### src/rtl/dmux_scan_reader.sv
module dmux_scan_reader #(
  parameter int AW = 11,
  parameter int DW = 16,
  parameter int PAD = 4,
  parameter int SETTLE = 6,
  parameter int STB_BIT = 6
) (
  input  logic                          clk,
  input  logic                          rst_n,
  input  logic                          start,
  input  logic                          abort,
  input  logic [AW-1:0]                 start_addr,
  input  logic [DW-1:0]                 clk_bits,
  output logic [DW-1:0]                 out_word,
  input  logic                          tgt_bit,
  output logic [AW-$clog2(DW)-1:0]      mem_addr,
  output logic                          mem_re,
  input  logic [DW-1:0]                 mem_rdata,
  output logic                          mem_we,
  output logic [DW-1:0]                 mem_wdata,
  output logic                          busy,
  output logic                          done,
  output logic [AW-1:0]                 resume_addr
);
  localparam int BW = $clog2(DW);
  localparam int SW = PAD + AW;
  localparam int CW = $clog2(SW + 1);
  localparam int WW = $clog2(SETTLE + 1);
  localparam int ABIT = DW - 1;
  localparam int TAP_A = AW - 1;
  localparam int TAP_B = AW - 3;

  typedef enum logic [2:0] {S_IDLE, S_SHIFT, S_WAIT, S_RD, S_WR, S_ADV} st_t;

  st_t           state;
  logic [AW-1:0] cur;
  logic [SW-1:0] sh;
  logic [CW-1:0] cnt;
  logic [1:0]    ph;
  logic [WW-1:0] wcnt;
  logic [AW-1:0] nxt;
  logic          abit, stb;
  logic [DW-1:0] keep_mask, pos_mask;

  assign nxt       = {cur[AW-2:0], cur[TAP_A] ~^ cur[TAP_B]};
  assign abit      = (state == S_SHIFT) && sh[SW-1];
  assign stb       = (state == S_SHIFT) && (ph == 2'd1);
  assign keep_mask = ~((DW'(1) << ABIT) | (DW'(1) << STB_BIT));
  assign out_word  = (clk_bits & keep_mask) | (DW'(abit) << ABIT) | (DW'(stb) << STB_BIT);
  assign pos_mask  = {1'b1, {(DW-1){1'b0}}} >> cur[BW-1:0];
  assign mem_addr  = cur[AW-1:BW];
  assign mem_re    = (state == S_RD);
  assign mem_we    = (state == S_WR);
  assign mem_wdata = mem_rdata | pos_mask;
  assign busy      = (state != S_IDLE);

  always_ff @(posedge clk or negedge rst_n) begin
    if (!rst_n) begin
      state       <= S_IDLE;
      cur         <= '0;
      sh          <= '0;
      cnt         <= '0;
      ph          <= '0;
      wcnt        <= '0;
      done        <= 1'b0;
      resume_addr <= '0;
    end else begin
      done <= 1'b0;
      if (state != S_IDLE && abort) begin
        state       <= S_IDLE;
        resume_addr <= cur;
      end else begin
        case (state)
          S_IDLE: if (start) begin
            cur   <= start_addr;
            sh    <= {{PAD{1'b0}}, start_addr};
            cnt   <= CW'(SW);
            ph    <= '0;
            state <= S_SHIFT;
          end
          S_SHIFT: begin
            if (ph == 2'd2) begin
              ph <= '0;
              if (cnt == CW'(1)) begin
                wcnt  <= WW'(SETTLE - 1);
                state <= S_WAIT;
              end else begin
                cnt <= cnt - CW'(1);
                sh  <= {sh[SW-2:0], 1'b0};
              end
            end else begin
              ph <= ph + 2'd1;
            end
          end
          S_WAIT: begin
            if (wcnt == '0) state <= tgt_bit ? S_RD : S_ADV;
            else            wcnt  <= wcnt - WW'(1);
          end
          S_RD: state <= S_WR;
          S_WR: state <= S_ADV;
          S_ADV: begin
            if (nxt == '0) begin
              state       <= S_IDLE;
              done        <= 1'b1;
              resume_addr <= '0;
            end else begin
              cur   <= nxt;
              sh    <= {nxt[0], {(SW-1){1'b0}}};
              cnt   <= CW'(1);
              ph    <= '0;
              state <= S_SHIFT;
            end
          end
          default: state <= S_IDLE;
        endcase
      end
    end
  end
endmodule

### config.mk
export PLATFORM = sky130hd
export DESIGN_NAME = dmux_scan_reader
export DESIGN_NICKNAME = d
export VERILOG_FILES = /design/src/rtl/dmux_scan_reader.sv
export SDC_FILE = /design/constraint.sdc
export NUM_CORES = 1
export LEC_CHECK = 0
export BUFFER_PORTS_ARGS = -buffer_cell sky130_fd_sc_hd__buf_2
export CORE_ASPECT_RATIO = 1.4
export CORE_UTILIZATION = 45
export CTS_BUF_LIST = sky130_fd_sc_hd__clkbuf_4
export DETAILED_ROUTE_END_ITERATION = 10
export PLACE_DENSITY_LB_ADDON = 0.12
export SYNTH_ARGS = -nofsm -noshare
export SYNTH_HDL_FRONTEND = slang
export SYNTH_SLANG_ARGS = --single-unit
### constraint.sdc
create_clock -name clk -period 2.4 [get_ports clk]
set_clock_uncertainty 0.1 [all_clocks]
set_input_delay 0.48 -clock clk [delete_from_list [all_inputs] [get_ports clk]]
set_output_delay 0.48 -clock clk [all_outputs]
set_load 0.02 [all_outputs]
==> results.cfg <==
[sta]
min_period_ns = 2.31
fin_crit_sh_pct = 96.3
slew_headroom_pct = 40.4
hold_slack_ns = 0.239
setup_violations = 0
worst_slew_pin_slew_ns = 0.890
maxSlewViolCount = 0
tns_ns = 0
rsz0062_at_grt = yes
final.setup.worst_slack_ns = 0.0891
clock.fmax_mhz = 433
finalHoldViolCount = 0

[worst_setup_path]
end_kind = flip-flop
cp_data_required_time_ns = 2.52
cp.arrival_ns = 2.43
path_class = flip-flop to flip-flop
crit_fanout = 12
critPathLaunchType = flip-flop

[clocking]
numCtsBuffers = 5
cts_buffer_depth = 2
clock_sinks = 50
cts_tree = yes
clk_pin_slew_worst_paths_ns = 0.15
clk_latency_ns = 0.37
cts-root-buf = clkbuf_4
cts-htree-levels = 2

[global_route]
grtUsageMet1_pct = 25.7
antenna_found_initial = 0
grt_pass1_wl_um = 11800
grt_max_degree = 51
overflow = 0
use_met3_pct = 2.99
grt_util_all_layers_pct = 21.5
grt_pass1_vias = 2473
grt.busiest_layer = met2
grtUsageMet2_pct = 39.0

[place]
dp.cells = 442
gp_congestion = 0.772
dp_slack_ns = 0.136
hpwl_um = 5080
portBuffers = 71
placedInstanceArea_um2 = 3360

[synth]
ys_warn_count = 0
synth-seq-area-share_pct = 42.3
synth_edf_count = 0
post_synth.cell_area_avg_um2 = 9.33
syn-num-nets = 369
netlist_area_um2 = 2960
synth-main-ff-cell = dfrtp_1
synth_cell_type_count = 49
synthCells = 317
async_reset_ff_share_pct = 100
synth-seq-cells = 50

[layout]
drive_gt1_share_pct = 33.0
fin_cells = 451
fin_nets = 430
stdcell_area_um2 = 3460
finish.utilization_pct = 54.9
diodes = 0
area_delta_synth_final_pct = 17.0

[floorplanning]
pin_count = 102
die_w_um = 70.5
core-area_um2 = 6300
dieArea_um2 = 6910
fp.dieH_um = 97.9
start_util_pct = 47.0
row_count = 34

[routing]
drt_iter0_drc = 118
avgRoutedWirePerCell_um = 15.6
num_vias = 2514
vias_per_cell = 5.57
ant_nets = 0
drc = 8
drt_first_pass_iters = 7
routed_wirelength_um = 7050

[hold_path]
hold_path.class = primary input to flip-flop

[outcome]
outcome = complete, but fails checks
violations = design-rule violations

[power]
peakVddDrop_v = 0.000566
p_per_area_nw_per_um2 = 1170
leakage_nw = 1.69
power_mw = 4.06

[job]
drv_cap = 0
## critical path, cell delays in order (launching register included)
cell and delay, ns:
dfrtp_1 0.44, buf_4 0.19, o31ai_1 0.32, o21ai_1 0.24, nor2_1 0.73, a2bb2oi_1 0.14
## logic make-up (layout without fill, tap and decap cells)
family / after synthesis / after routing / share of synthesized area [%]
buffers and inverters: 68 / 130 / 12.2
flip-flops: 50 / 50 / 42.3
AND/OR/NAND/NOR: 92 / 92 / 16.5
AO/OA/AOI/OAI: 84 / 84 / 20.4
XOR/XNOR: 1 / 1 / 0.296
adder cells (fa/ha/maj): 4 / 4 / 1.69
multiplexers: 18 / 18 / 6.60
## layout make-up
| cell class | instances | area, um2 |
|---|---|---|
| repair buffers | 98 | 586 |
| clock inverters | 3 | 40.0 |
| inverters | 24 | 90.1 |
| multi-input cells | 199 | 1360 |
| well taps | 72 | 90.1 |
| flip-flops and latches | 50 | 1250 |
| fillers | 587 | 2840 |
| clock buffers | 5 | 37.5 |
## synth_stat cells (all sizes together), types with 2 or more instances
cell | count | share of area [%]
nand2b | 7 | 1.5
dfrtp | 50 | 42
a31o | 6 | 1.8
buf | 29 | 7.3
or3b | 2 | 0.59
clkbuf | 15 | 1.9
ha | 4 | 1.7
o221ai | 2 | 1.0
or3 | 2 | 0.42
or4 | 2 | 0.76
o21ai | 15 | 2.5
a22oi | 2 | 0.51
nand3b | 2 | 0.51
nor2 | 11 | 1.4
nor3 | 14 | 2.4
and2 | 3 | 0.63
nand2 | 33 | 4.2
a2bb2oi | 12 | 3.6
a21o | 9 | 2.3
mux2i | 15 | 5.1
a21oi | 10 | 1.7
nor4 | 4 | 1.4
o22ai | 12 | 2.5
nor2b | 7 | 1.5
inv | 24 | 3.0
a211o | 2 | 0.59
mux2 | 3 | 1.5
o31ai | 4 | 1.0
nor3b | 3 | 0.93
## registers in the layout, indices dropped and copies added, names as in the netlist
| signal | cells |
|---|---|
| sh | 15 |
| state | 3 |
| done | 1 |
| ph | 2 |
| cur | 11 |
| resume_addr | 11 |
| wcnt | 3 |
| cnt | 4 |
## cell usage in the layout (no fill, tap or decap), drive strengths merged, types with 3 or more instances in the layout
master / synthesis / final
nor2: 11 / 11
nor2b: 7 / 7
mux2i: 15 / 15
dfrtp: 50 / 50
mux2: 3 / 3
o31ai: 4 / 4
a21oi: 10 / 10
inv: 24 / 24
buf: 29 / 97
ha: 4 / 4
a31o: 6 / 6
clkbuf: 15 / 5
nor3: 14 / 14
nand2b: 7 / 7
a21o: 9 / 9
a2bb2oi: 12 / 12
and2: 3 / 3
nand2: 33 / 33
nor3b: 3 / 3
nor4: 4 / 4
o22ai: 12 / 12
o21ai: 15 / 15
## what timing repair did
item | 4_1_cts | 5_1_grt
setup buffers | 0 | 0
gates resized for setup | 1 | 2
setup endpoints to repair | 1 | 19
hold buffers | 1 | 0
hold endpoints to repair | 50 | 0
## worst paths after layout
kind / from / endpoint / slack (ns) / depth (start not counted)
setup / recovery: state[0] / cur[7] / 0.09 / 5
hold / removal: tgt_bit / state[1] / 0.24 / 3
setup reg to reg: state[0] / cur[7] / 0.09 / 5
hold reg to reg: wcnt[1] / wcnt[1] / 0.40 / 1
max in group asynchronous: rst_n / resume_addr[10] / 1.45 / 3
min in group asynchronous: rst_n / wcnt[0] / 0.50 / 3
## layer usage
metal	up-vias	wire length, um	part of all wire (%)
li1	1216	-	-
met1	1211	2920	41
met2	76	3670	52
met3	11	325	4.6
met4	0	135	1.9
met5	-	0	0
## where the power goes
part	switching, mW	leakage (nW)	internal [mW]	total [mW]
combinational	1.29	1.05	0.927	2.22
clock	0.279	0.0450	0.216	0.496
sequential	0.167	0.595	1.18	1.35
total	1.74	1.69	2.32	4.06
(Power assumes the default switching activity.)
